[src/rtl/anc_pkg.sv]
`timescale 1ns/1ps
package anc_pkg;

   // Descriptors sampled together with the payload's last marker.
   typedef struct packed {
      logic       fld;
      logic       vbi;
      logic [5:0] fmt;
      logic [9:0] line;
      logic       m1;
      logic       m2;
      logic       err;
   } anc_meta_t;

   localparam logic [7:0] PRE_LO  = 8'h00;
   localparam logic [7:0] PRE_HI  = 8'hFF;
   localparam logic [7:0] PAD_VAL = 8'h00;
   localparam int         HDR_LEN = 8;
   localparam int         WORD_B  = 4;

   // 6-bit value with even parity in bit 6 and its inverse in bit 7.
   function automatic logic [7:0] prot6(input logic [5:0] v);
      logic p;
      p = ^v;
      return {~p, p, v};
   endfunction

   // Raw 6-bit data ID: bit 2 = field, bit 1 = outside blanking, bit 0 = 1.
   function automatic logic [5:0] did_raw(input logic fld, input logic vbi);
      return {3'b010, fld, ~vbi, 1'b1};
   endfunction

endpackage

[src/rtl/anc_pl_store.sv]
`timescale 1ns/1ps
module anc_pl_store #(
   parameter  int MAX_BYTES = 64,
   localparam int AW = (MAX_BYTES > 1) ? $clog2(MAX_BYTES) : 1,
   localparam int CW = $clog2(MAX_BYTES + 1)
) (
   input  logic          clk,
   input  logic          rst_n,
   input  logic          wr_en,
   input  logic [7:0]    wr_data,
   input  logic          clr,
   input  logic [AW-1:0] rd_idx,
   output logic [7:0]    rd_data,
   output logic [CW-1:0] cnt,
   output logic [7:0]    sum
);

   logic [7:0] mem [MAX_BYTES];
   logic       take;

   assign take = wr_en && (cnt < CW'(MAX_BYTES));

   always_ff @(posedge clk or negedge rst_n) begin
      if (!rst_n) begin
         for (int i = 0; i < MAX_BYTES; i++) mem[i] <= '0;
      end else begin
         for (int i = 0; i < MAX_BYTES; i++) begin
            if (take && (cnt == CW'(i))) mem[i] <= wr_data;
         end
      end
   end

   always_ff @(posedge clk or negedge rst_n) begin
      if (!rst_n) begin
         cnt <= '0;
         sum <= '0;
      end else if (clr) begin
         cnt <= '0;
         sum <= '0;
      end else if (take) begin
         cnt <= cnt + CW'(1);
         sum <= sum + wr_data;
      end
   end

   generate
      if ((1 << AW) == MAX_BYTES) begin : g_pow2
         assign rd_data = mem[rd_idx];
      end else begin : g_guard
         assign rd_data = (int'(rd_idx) < MAX_BYTES) ? mem[rd_idx] : 8'h00;
      end
   endgenerate

endmodule

[src/rtl/anc_pkt_seq.sv]
`timescale 1ns/1ps
module anc_pkt_seq #(
   parameter int IW = 7
) (
   input  logic          clk,
   input  logic          rst_n,
   input  logic          start,
   input  logic [IW-1:0] last_idx,
   output logic          sending,
   output logic [IW-1:0] idx,
   output logic          done
);

   always_ff @(posedge clk or negedge rst_n) begin
      if (!rst_n) begin
         sending <= 1'b0;
         idx     <= '0;
      end else if (!sending) begin
         idx <= '0;
         if (start) sending <= 1'b1;
      end else if (idx == last_idx) begin
         sending <= 1'b0;
         idx     <= '0;
      end else begin
         idx <= idx + IW'(1);
      end
   end

   assign done = sending && (idx == last_idx);

endmodule

[src/rtl/anc_pkt_bytes.sv]
`timescale 1ns/1ps
module anc_pkt_bytes
   import anc_pkg::*;
#(
   parameter  int MAX_BYTES = 64,
   localparam int AW      = (MAX_BYTES > 1) ? $clog2(MAX_BYTES) : 1,
   localparam int CW      = $clog2(MAX_BYTES + 1),
   localparam int LEN_MAX = HDR_LEN + WORD_B * ((MAX_BYTES + WORD_B) / WORD_B),
   localparam int IW      = $clog2(LEN_MAX)
) (
   input  logic [IW-1:0] idx,
   input  anc_meta_t     meta,
   input  logic [CW-1:0] cnt,
   input  logic [7:0]    sum,
   input  logic [7:0]    rd_data,
   output logic [AW-1:0] rd_idx,
   output logic [7:0]    byte_out,
   output logic [IW-1:0] last_idx
);

   logic [CW:0]   words;
   logic [5:0]    words6;
   logic [IW-1:0] rel;
   logic [IW-1:0] cnt_w;

   // Words after the header: data bytes plus the checksum, rounded up.
   assign words    = ({1'b0, cnt} + (CW+1)'(WORD_B)) >> 2;
   assign words6   = 6'(words);
   assign last_idx = IW'({words, 2'b00}) + IW'(HDR_LEN - 1);
   assign rel      = idx - IW'(HDR_LEN);
   assign cnt_w    = IW'(cnt);
   assign rd_idx   = rel[AW-1:0];

   always_comb begin
      unique case (idx)
         IW'(0):  byte_out = PRE_LO;
         IW'(1):  byte_out = PRE_HI;
         IW'(2):  byte_out = PRE_HI;
         IW'(3):  byte_out = prot6(did_raw(meta.fld, meta.vbi));
         IW'(4):  byte_out = prot6(meta.fmt);
         IW'(5):  byte_out = prot6(words6);
         IW'(6):  byte_out = meta.line[7:0];
         IW'(7):  byte_out = {3'b000, meta.err, meta.m1, meta.m2, meta.line[9:8]};
         default: begin
            if (rel < cnt_w)       byte_out = rd_data;
            else if (rel == cnt_w) byte_out = sum;
            else                   byte_out = PAD_VAL;
         end
      endcase
   end

endmodule

[src/rtl/anc_pkt_fmt.sv]
`timescale 1ns/1ps
module anc_pkt_fmt
   import anc_pkg::*;
#(
   parameter int MAX_BYTES = 64
) (
   input  logic       clk,
   input  logic       rst_n,
   input  logic [7:0] pl_data,
   input  logic       pl_valid,
   input  logic       pl_last,
   input  logic       fld_sel,
   input  logic       in_vbi,
   input  logic [7:0] svc_mode,
   input  logic [9:0] line_num,
   input  logic       match1,
   input  logic       match2,
   input  logic       edc_err,
   input  logic       eav_done,
   output logic [7:0] pkt_data,
   output logic       pkt_valid,
   output logic       busy
);

   localparam int AW      = (MAX_BYTES > 1) ? $clog2(MAX_BYTES) : 1;
   localparam int CW      = $clog2(MAX_BYTES + 1);
   localparam int LEN_MAX = HDR_LEN + WORD_B * ((MAX_BYTES + WORD_B) / WORD_B);
   localparam int IW      = $clog2(LEN_MAX);

   generate
      if (MAX_BYTES < 1)
         $error("MAX_BYTES must be at least 1");
      if ((MAX_BYTES + WORD_B) / WORD_B > 63)
         $error("MAX_BYTES too large for a 6-bit word count");
      if (IW < AW)
         $error("index width narrower than store address");
   endgenerate

   logic          pend;
   anc_meta_t     meta_q;
   logic          sending;
   logic          done;
   logic [IW-1:0] idx;
   logic [IW-1:0] last_idx;
   logic [AW-1:0] rd_idx;
   logic [7:0]    rd_data;
   logic [CW-1:0] cnt;
   logic [7:0]    sum;
   logic [7:0]    byte_out;

   always_ff @(posedge clk or negedge rst_n) begin
      if (!rst_n) begin
         pend   <= 1'b0;
         meta_q <= '0;
      end else if (done) begin
         pend <= 1'b0;
      end else if (!pend && pl_last) begin
         pend   <= 1'b1;
         meta_q <= '{fld: fld_sel, vbi: in_vbi, fmt: svc_mode[5:0],
                     line: line_num, m1: match1, m2: match2, err: edc_err};
      end
   end

   anc_pl_store #(.MAX_BYTES(MAX_BYTES)) u_store (
      .clk     (clk),
      .rst_n   (rst_n),
      .wr_en   (pl_valid && !pend),
      .wr_data (pl_data),
      .clr     (done),
      .rd_idx  (rd_idx),
      .rd_data (rd_data),
      .cnt     (cnt),
      .sum     (sum)
   );

   anc_pkt_seq #(.IW(IW)) u_seq (
      .clk      (clk),
      .rst_n    (rst_n),
      .start    (eav_done && pend),
      .last_idx (last_idx),
      .sending  (sending),
      .idx      (idx),
      .done     (done)
   );

   anc_pkt_bytes #(.MAX_BYTES(MAX_BYTES)) u_bytes (
      .idx      (idx),
      .meta     (meta_q),
      .cnt      (cnt),
      .sum      (sum),
      .rd_data  (rd_data),
      .rd_idx   (rd_idx),
      .byte_out (byte_out),
      .last_idx (last_idx)
   );

   assign pkt_data  = byte_out;
   assign pkt_valid = sending;
   assign busy      = sending;

endmodule

[config.mk]
export PLATFORM = sky130hd
export DESIGN_NAME = anc_pkt_fmt
export DESIGN_NICKNAME = d
export VERILOG_FILES = /design/src/rtl/anc_pkg.sv /design/src/rtl/anc_pl_store.sv /design/src/rtl/anc_pkt_seq.sv /design/src/rtl/anc_pkt_bytes.sv /design/src/rtl/anc_pkt_fmt.sv
export SDC_FILE = /design/constraint.sdc
export NUM_CORES = 1
export LEC_CHECK = 0
export BUFFER_PORTS_ARGS = -buffer_cell sky130_fd_sc_hd__buf_2
export CAP_MARGIN = 20
export CORE_MARGIN = 2
export CORE_UTILIZATION = 30
export CTS_CLUSTER_SIZE = 20
export DETAILED_ROUTE_END_ITERATION = 16
export PLACE_DENSITY = 0.55
export SYNTH_ARGS = -nofsm -noshare
export SYNTH_HDL_FRONTEND = slang
export SYNTH_SLANG_ARGS = --single-unit
[constraint.sdc]
create_clock -name clk -period 3 [get_ports clk]
set_input_delay 0.15 -clock clk [delete_from_list [all_inputs] [get_ports clk]]
set_output_delay 0.15 -clock clk [all_outputs]
set_load 0.01 [all_outputs]
* Word level (Yosys, flattened, before mapping) *
Index checks and enable logic that the tools add are counted.

storage, ports and cells
  register bits after elaboration = 557
  input bits = 36

operators by class
  $lt $le $gt $ge = 3
  reduce and logical (&&, ||, !) cells = 79
  equal/unequal tests = 72
  add/sub/neg operators = 6
  muxes and demuxes = 17
  bitwise logic cells = 6

operators by type and width
  kind                   count
  $eq A7 B6 Y1 const B   32
  $eq A7 B5 Y1 const B   16
  $logic_and A1 B1 Y1    69
  $eq A7 B3 Y1 const B   8
  $eq A7 B4 Y1 const B   8
  $pmux W8 S7            1
  $bmux W8 S6            1
  $mux W8                6
  $eq A7 B2 Y1 const B   4
  $mux W7                4
  $reduce_xor A6 Y1      3
  $add A7 B1 Y7 const B  2
  $eq A7 B1 Y1 const B   2
  $eq A7 B7 Y1           2
  $logic_not A7 Y1       2
  $add A7 B3 Y8 const B  1
  $add A8 B8 Y8          1
  $add A7 B3 Y7 const B  1
  $ge A7 B7 Y1 const B   1
  $lt A7 B7 Y1           1
  $lt A7 B7 Y1 const B   1
  $not A6 Y7             1
  $sub A7 B4 Y7 const B  1
  $mux W1                5
  5 further kinds        10

* Depth between registers and ports, before layout *
  depth in word-level cells = 7
  depth in mapped cells = 13

* Cells and area by module *
From an unflattened synthesis, not the netlist that was laid out.

unflattened totals
  cells, all modules = 1846
  area total of the unflattened synthesis = 26790.7 µm²

by module, submodules not included
  module         seq. area each (µm²)  area each (µm²)  cells an instance  times used
  anc_pl_store   13187.6               24443.4          1594               1
  anc_pkt_bytes  0.0                   998.5            155                1
  anc_pkt_fmt    550.5                 857.1            51                 1
  anc_pkt_seq    200.2                 491.7            46                 1

* Worst setup path after synthesis *
Ideal clock, no wire load.

  path type = register to output
  start = register u_seq.idx[3]
  end = output pkt_data[1]
  buffers on the path = 2
  setup slack = -309 ps
  required time = 2850 ps
  arrival = 3159 ps
  stages on the path, launching flop included = 12
  path through = dfrtp_1 buf_2 inv_1 ha_1 xnor2_1 clkinv_1 clkbuf_1 ha_1 and4_1 a211oi_1 nand2_1 o211ai_1

between the ends
  cells in the longest elaborated chain, start to end = 7

ends and longest elaborated chain
  element                                     line                 RTL
  start: declaration                          anc_pkt_seq.sv:10    output logic [IW-1:0] idx,
  start signal: assignment                    anc_pkt_seq.sv:25    idx <= idx + IW'(1);
  $sub A7 B4 Y7                               anc_pkt_bytes.sv:30  assign rel = idx - IW'(HDR_LEN);
  $not A6 Y7 (not written as such)            anc_pl_store.sv:48   assign rd_data = mem[rd_idx];
  $bmux W8 S6                                 anc_pl_store.sv:48
  $mux W8 (not written as such) (2 in a row)  anc_pl_store.sv:48
  $mux W8                                     anc_pkt_bytes.sv:45  if (rel < cnt_w) byte_out = rd_data;
  $pmux W8 S7 *                               anc_pkt_bytes.sv:35  unique case (idx)
  end: declaration                            anc_pkt_fmt.sv:20    output logic [7:0] pkt_data,

Every way passes the cells marked *; elsewhere a longest branch is shown, timed or not. The select of a mux whose other input is x is not followed.

* Worst setup path in the final report *
  start = register u_seq.idx[0]
  end = output pkt_data[4]

Same word-level chain as after synthesis.

==> flow_summary.html <==
<table>
<tr><th>Metric</th><th>Value</th></tr>
<tr><th colspan="2">GRT</th></tr>
<tr><td>Global-route congestion overflow total</td><td>0</td></tr>
<tr><td>Vias in the first global route</td><td>17300</td></tr>
<tr><td>Global-route wire length before repair</td><td>109000 um</td></tr>
<tr><td>Overall Global Routing Usage</td><td>0.157</td></tr>
<tr><td>Maximum number of pins on one net before global-route repair</td><td>87</td></tr>
<tr><td>Antenna violations before repair</td><td>1</td></tr>
<tr><th colspan="2">Clock tree</th></tr>
<tr><td>Clock transition at the register clock pins on the worst setup and hold paths after CTS</td><td>0.06 ns</td></tr>
<tr><td>Clock latency at the later pin of the worst-skew pair</td><td>0.61 ns</td></tr>
<tr><td>Inserted Clock Buffers</td><td>60</td></tr>
<tr><td>Cell at the root of the clock tree</td><td>clkbuf_16</td></tr>
<tr><td>Sinks on Clock Net</td><td>557</td></tr>
<tr><td>TritonCTS clock tree</td><td>built</td></tr>
<tr><td>Bufs on Longest Clock Path</td><td>3</td></tr>
<tr><td>Clock H-tree levels</td><td>2</td></tr>
<tr><th colspan="2">Placed design</th></tr>
<tr><td>Dpl cell area</td><td>29000 um^2</td></tr>
<tr><td>PortBufs</td><td>43</td></tr>
<tr><td>Routability congestion estimate from global placement</td><td>0.929</td></tr>
<tr><td>DPL Wire Length</td><td>47700 um</td></tr>
<tr><td>Placed Instances</td><td>3009</td></tr>
<tr><th colspan="2">Critical path</th></tr>
<tr><td>Critical path endpoint category</td><td>output port</td></tr>
<tr><td>Kind of critical path</td><td>reg2out</td></tr>
<tr><td>Arrival time worst endpoint</td><td>3.28 ns</td></tr>
<tr><td>Required time of the critical path</td><td>2.85 ns</td></tr>
<tr><td>Maximum fanout encountered on the critical timing path</td><td>7</td></tr>
<tr><td>Startpoint type of the worst setup path</td><td>flop</td></tr>
<tr><th colspan="2">Yosys</th></tr>
<tr><td>Post-synth top area share</td><td>0.524</td></tr>
<tr><td>Post-Syn Area per Cell</td><td>14.8 um^2</td></tr>
<tr><td>Synthesized instance count</td><td>1793</td></tr>
<tr><td>Synth area leader</td><td>dfrtp_1</td></tr>
<tr><td>Synthesized area</td><td>26600 um^2</td></tr>
<tr><td>Post-synth top cells</td><td>dfrtp_1 (557), mux2_2 (517), mux4_2 (145)</td></tr>
<tr><td>Sequential area share after synthesis</td><td>0.524</td></tr>
<tr><td>Synth Flop Type</td><td>dfrtp_1</td></tr>
<tr><td>Synthesized flop and latch total</td><td>557</td></tr>
<tr><td>Top post-synthesis cells by area</td><td>dfrtp_1 (52%), mux2_2 (22%), mux4_2 (12%), ha_1 (1.4%), clkbuf_1 (1.2%)</td></tr>
<tr><td>Fraction of registers with async set/reset</td><td>1.00</td></tr>
<tr><td>Syn Nets</td><td>1860</td></tr>
<tr><td>Unique masters post-synth</td><td>63</td></tr>
<tr><td>Number of synthesized flops with an enable pin</td><td>0</td></tr>
<tr><td>Most instantiated library cell after synthesis</td><td>dfrtp_1</td></tr>
<tr><td>YS warnings</td><td>0</td></tr>
<tr><th colspan="2">Cells and area</th></tr>
<tr><td>Number of inserted filler cells in the final layout</td><td>8378</td></tr>
<tr><td>Share of the core filled with cells in the final layout</td><td>0.363</td></tr>
<tr><td>Fraction of final layout cells with drive strength greater than 1</td><td>0.522</td></tr>
<tr><td>Layout Cells excl Fill</td><td>3173</td></tr>
<tr><td>Area grow syn2layout</td><td>20.3%</td></tr>
<tr><td>Nets</td><td>2026</td></tr>
<tr><td>Post-route standard cell area excluding fillers</td><td>32000 um^2</td></tr>
<tr><td>Number of diodes</td><td>0</td></tr>
<tr><th colspan="2">STA</th></tr>
<tr><td>Min cycle time layout</td><td>3.43 ns</td></tr>
<tr><td>Layout Skew</td><td>0.0220 ns</td></tr>
<tr><td>Min setup slack post-route</td><td>-0.426 ns</td></tr>
<tr><td>Pins over their slew limit</td><td>0</td></tr>
<tr><td>Final worst hold slack</td><td>0.0611 ns</td></tr>
<tr><td>Finish-stage setup viols</td><td>8</td></tr>
<tr><td>Unrepaired setup endpoints after global routing</td><td>yes</td></tr>
<tr><td>Achievable Freq</td><td>292 MHz</td></tr>
<tr><td>Number of hold violations in the final report</td><td>0</td></tr>
<tr><td>Crit share post-route</td><td>1.14</td></tr>
<tr><td>Relative max-transition margin</td><td>0.436</td></tr>
<tr><td>Transition at the pin with the smallest max-transition slack</td><td>0.847 ns</td></tr>
<tr><th colspan="2">Die</th></tr>
<tr><td>Count of boundary I/O pins</td><td>46</td></tr>
<tr><td>Die Footprint</td><td>91100 um^2</td></tr>
<tr><td>Die W</td><td>302 um</td></tr>
<tr><td>Effective utilization at floorplan</td><td>0.302</td></tr>
<tr><td>Site row count</td><td>109</td></tr>
<tr><td>Placeable core region</td><td>88100 um^2</td></tr>
<tr><td>Vertical extent of the die</td><td>302 um</td></tr>
<tr><th colspan="2">Power</th></tr>
<tr><td>Reported leakage power</td><td>0.0150 uW</td></tr>
<tr><td>P per Cell Area</td><td>776 nW/um^2</td></tr>
<tr><td>Largest voltage drop on the vdd net</td><td>0.000540 V</td></tr>
<tr><th colspan="2">Hold path</th></tr>
<tr><td>Worst min path class</td><td>in2reg</td></tr>
<tr><th colspan="2">Detailed routing</th></tr>
<tr><td>DRC violation count after routing</td><td>0</td></tr>
<tr><td>DR iter-0 viols</td><td>940</td></tr>
<tr><td>First-pass iteration count of the detailed router</td><td>5</td></tr>
<tr><td>Total wire length</td><td>71100 um</td></tr>
<tr><td>Vias per cell</td><td>5.04</td></tr>
<tr><td>Total number of vias</td><td>16000</td></tr>
<tr><td>Final routed wire length divided by cell count</td><td>22.4 um</td></tr>
<tr><td>Number of nets with antenna violations after routing</td><td>0</td></tr>
<tr><th colspan="2">Flow run</th></tr>
<tr><td>Count of max-cap constraint violations</td><td>0</td></tr>
<tr><th colspan="2">Outcome</th></tr>
<tr><td>Outcome</td><td>finished with violations</td></tr>
<tr><td>Failing checks</td><td>setup timing</td></tr>
</table>
## timing repair
action / CTS / global route
resized for setup: 54 / 26
endpoints found under the setup margin: 8 / 8
hold endpoints to repair: 101 / 0
buffers inserted: 17 / 5
pin swaps: 25 / 20
hold buffers: 29 / 0
gates cloned: 5 / 0
## sequential cells by signal (all words and copies together) (netlist names)
signal / cells
meta_q: 21
pend: 1
u_seq.sending: 1
u_store.cnt: 7
u_seq.idx: 7
u_store.sum: 8
u_store.mem: 512
## cell families after synthesis
logic type               share of synthesized area
adder cells (fa/ha/maj)                     0.0149
multiplexers                                 0.362
buffers and inverters                       0.0241
XOR/XNOR                                    0.0117
AO/OA/AOI/OAI                               0.0258
AND/OR/NAND/NOR                             0.0380
flip-flops                                   0.524
## layout by cell type (no fill, tap or decap), drive strengths merged, types with 7 or more instances in the layout
cell	n
ha	30
bufinv	7
xnor2	29
inv	21
buf	201
nand2	67
nor2	82
nor3	7
mux2	537
and3	7
dfrtp	557
mux2i	23
o211ai	10
nand3	34
a21oi	30
clkinv	12
clkbuf	91
mux4	145
o21ai	10
a22oi	9
o31ai	7
dlygate4sd3	29
## path summary, 6_finish.rpt
check | from | endpoint | slack (ns) | cells past startpoint
min in group asynchronous | rst_n | u_store.mem[419]$_DFFE_PN0P_ | 0.13 | 2
min reg2reg | u_store.mem[430]$_DFFE_PN0P_ | u_store.mem[430]$_DFFE_PN0P_ | 0.50 | 1
min | pl_data[2] | u_store.sum[2]$_DFFE_PN0P_ | 0.06 | 4
max reg2reg | u_store.cnt[3]$_DFFE_PN0P_ | meta_q[10]$_DFFE_PN0P_ | 0.23 | 9
max in group asynchronous | rst_n | u_store.mem[457]$_DFFE_PN0P_ | 1.90 | 3
max | u_seq.idx[0]$_DFF_PN0_ | pkt_data[4] | -0.43 | 9
## worst max-delay path: stages (launching register included)
cell      delay [ns]
dfrtp_4         0.50
buf_12          0.18
buf_12          0.14
buf_6           0.09
mux4_2          0.54
mux4_2          0.53
nand2_2         0.09
o211ai_1        0.16
a21bo_2         0.28
buf_6           0.12
## through the flow
| stage | power [uW] | setup slack (ns) | setup TNS [ns] |
|---|---|---|---|
| floorplan | 13200 | 0.0261 | 0 |
| global placement | 15900 | 0.0508 | 0 |
| detailed placement | 16000 | 0.0625 | 0 |
| CTS | 24900 | -0.463 | -3.55 |
| global route | 26000 | -0.492 | -3.84 |
| finish | 24900 | -0.426 | -3.16 |
## power breakdown
part / switching (uW) / leakage (uW) / internal (uW)
Clock: 3060 / 0.00104 / 4750
Combinational: 4600 / 0.00623 / 3950
Sequential: 455 / 0.00770 / 8050
## final cells by class
cell class,instances,area (um^2),area share
inverter,22,87.6,0.00274
tap,1165,1460,0.0455
clock inverter,20,297,0.00926
sequential,557,13900,0.436
clock buffer,91,1810,0.0566
multi-input combinational,1088,12300,0.383
timing repair buffer,230,2160,0.0673
## layer usage
layer / global-route usage / up-vias / routed length, um
met5: 0 / - / 7
met4: 0.0530 / 2 / 2230
met3: 0.0269 / 110 / 2940
met2: 0.260 / 337 / 34500
met1: 0.208 / 8570 / 31400
li1: - / 6974 / -
Power figures use the tool's default switching activity.
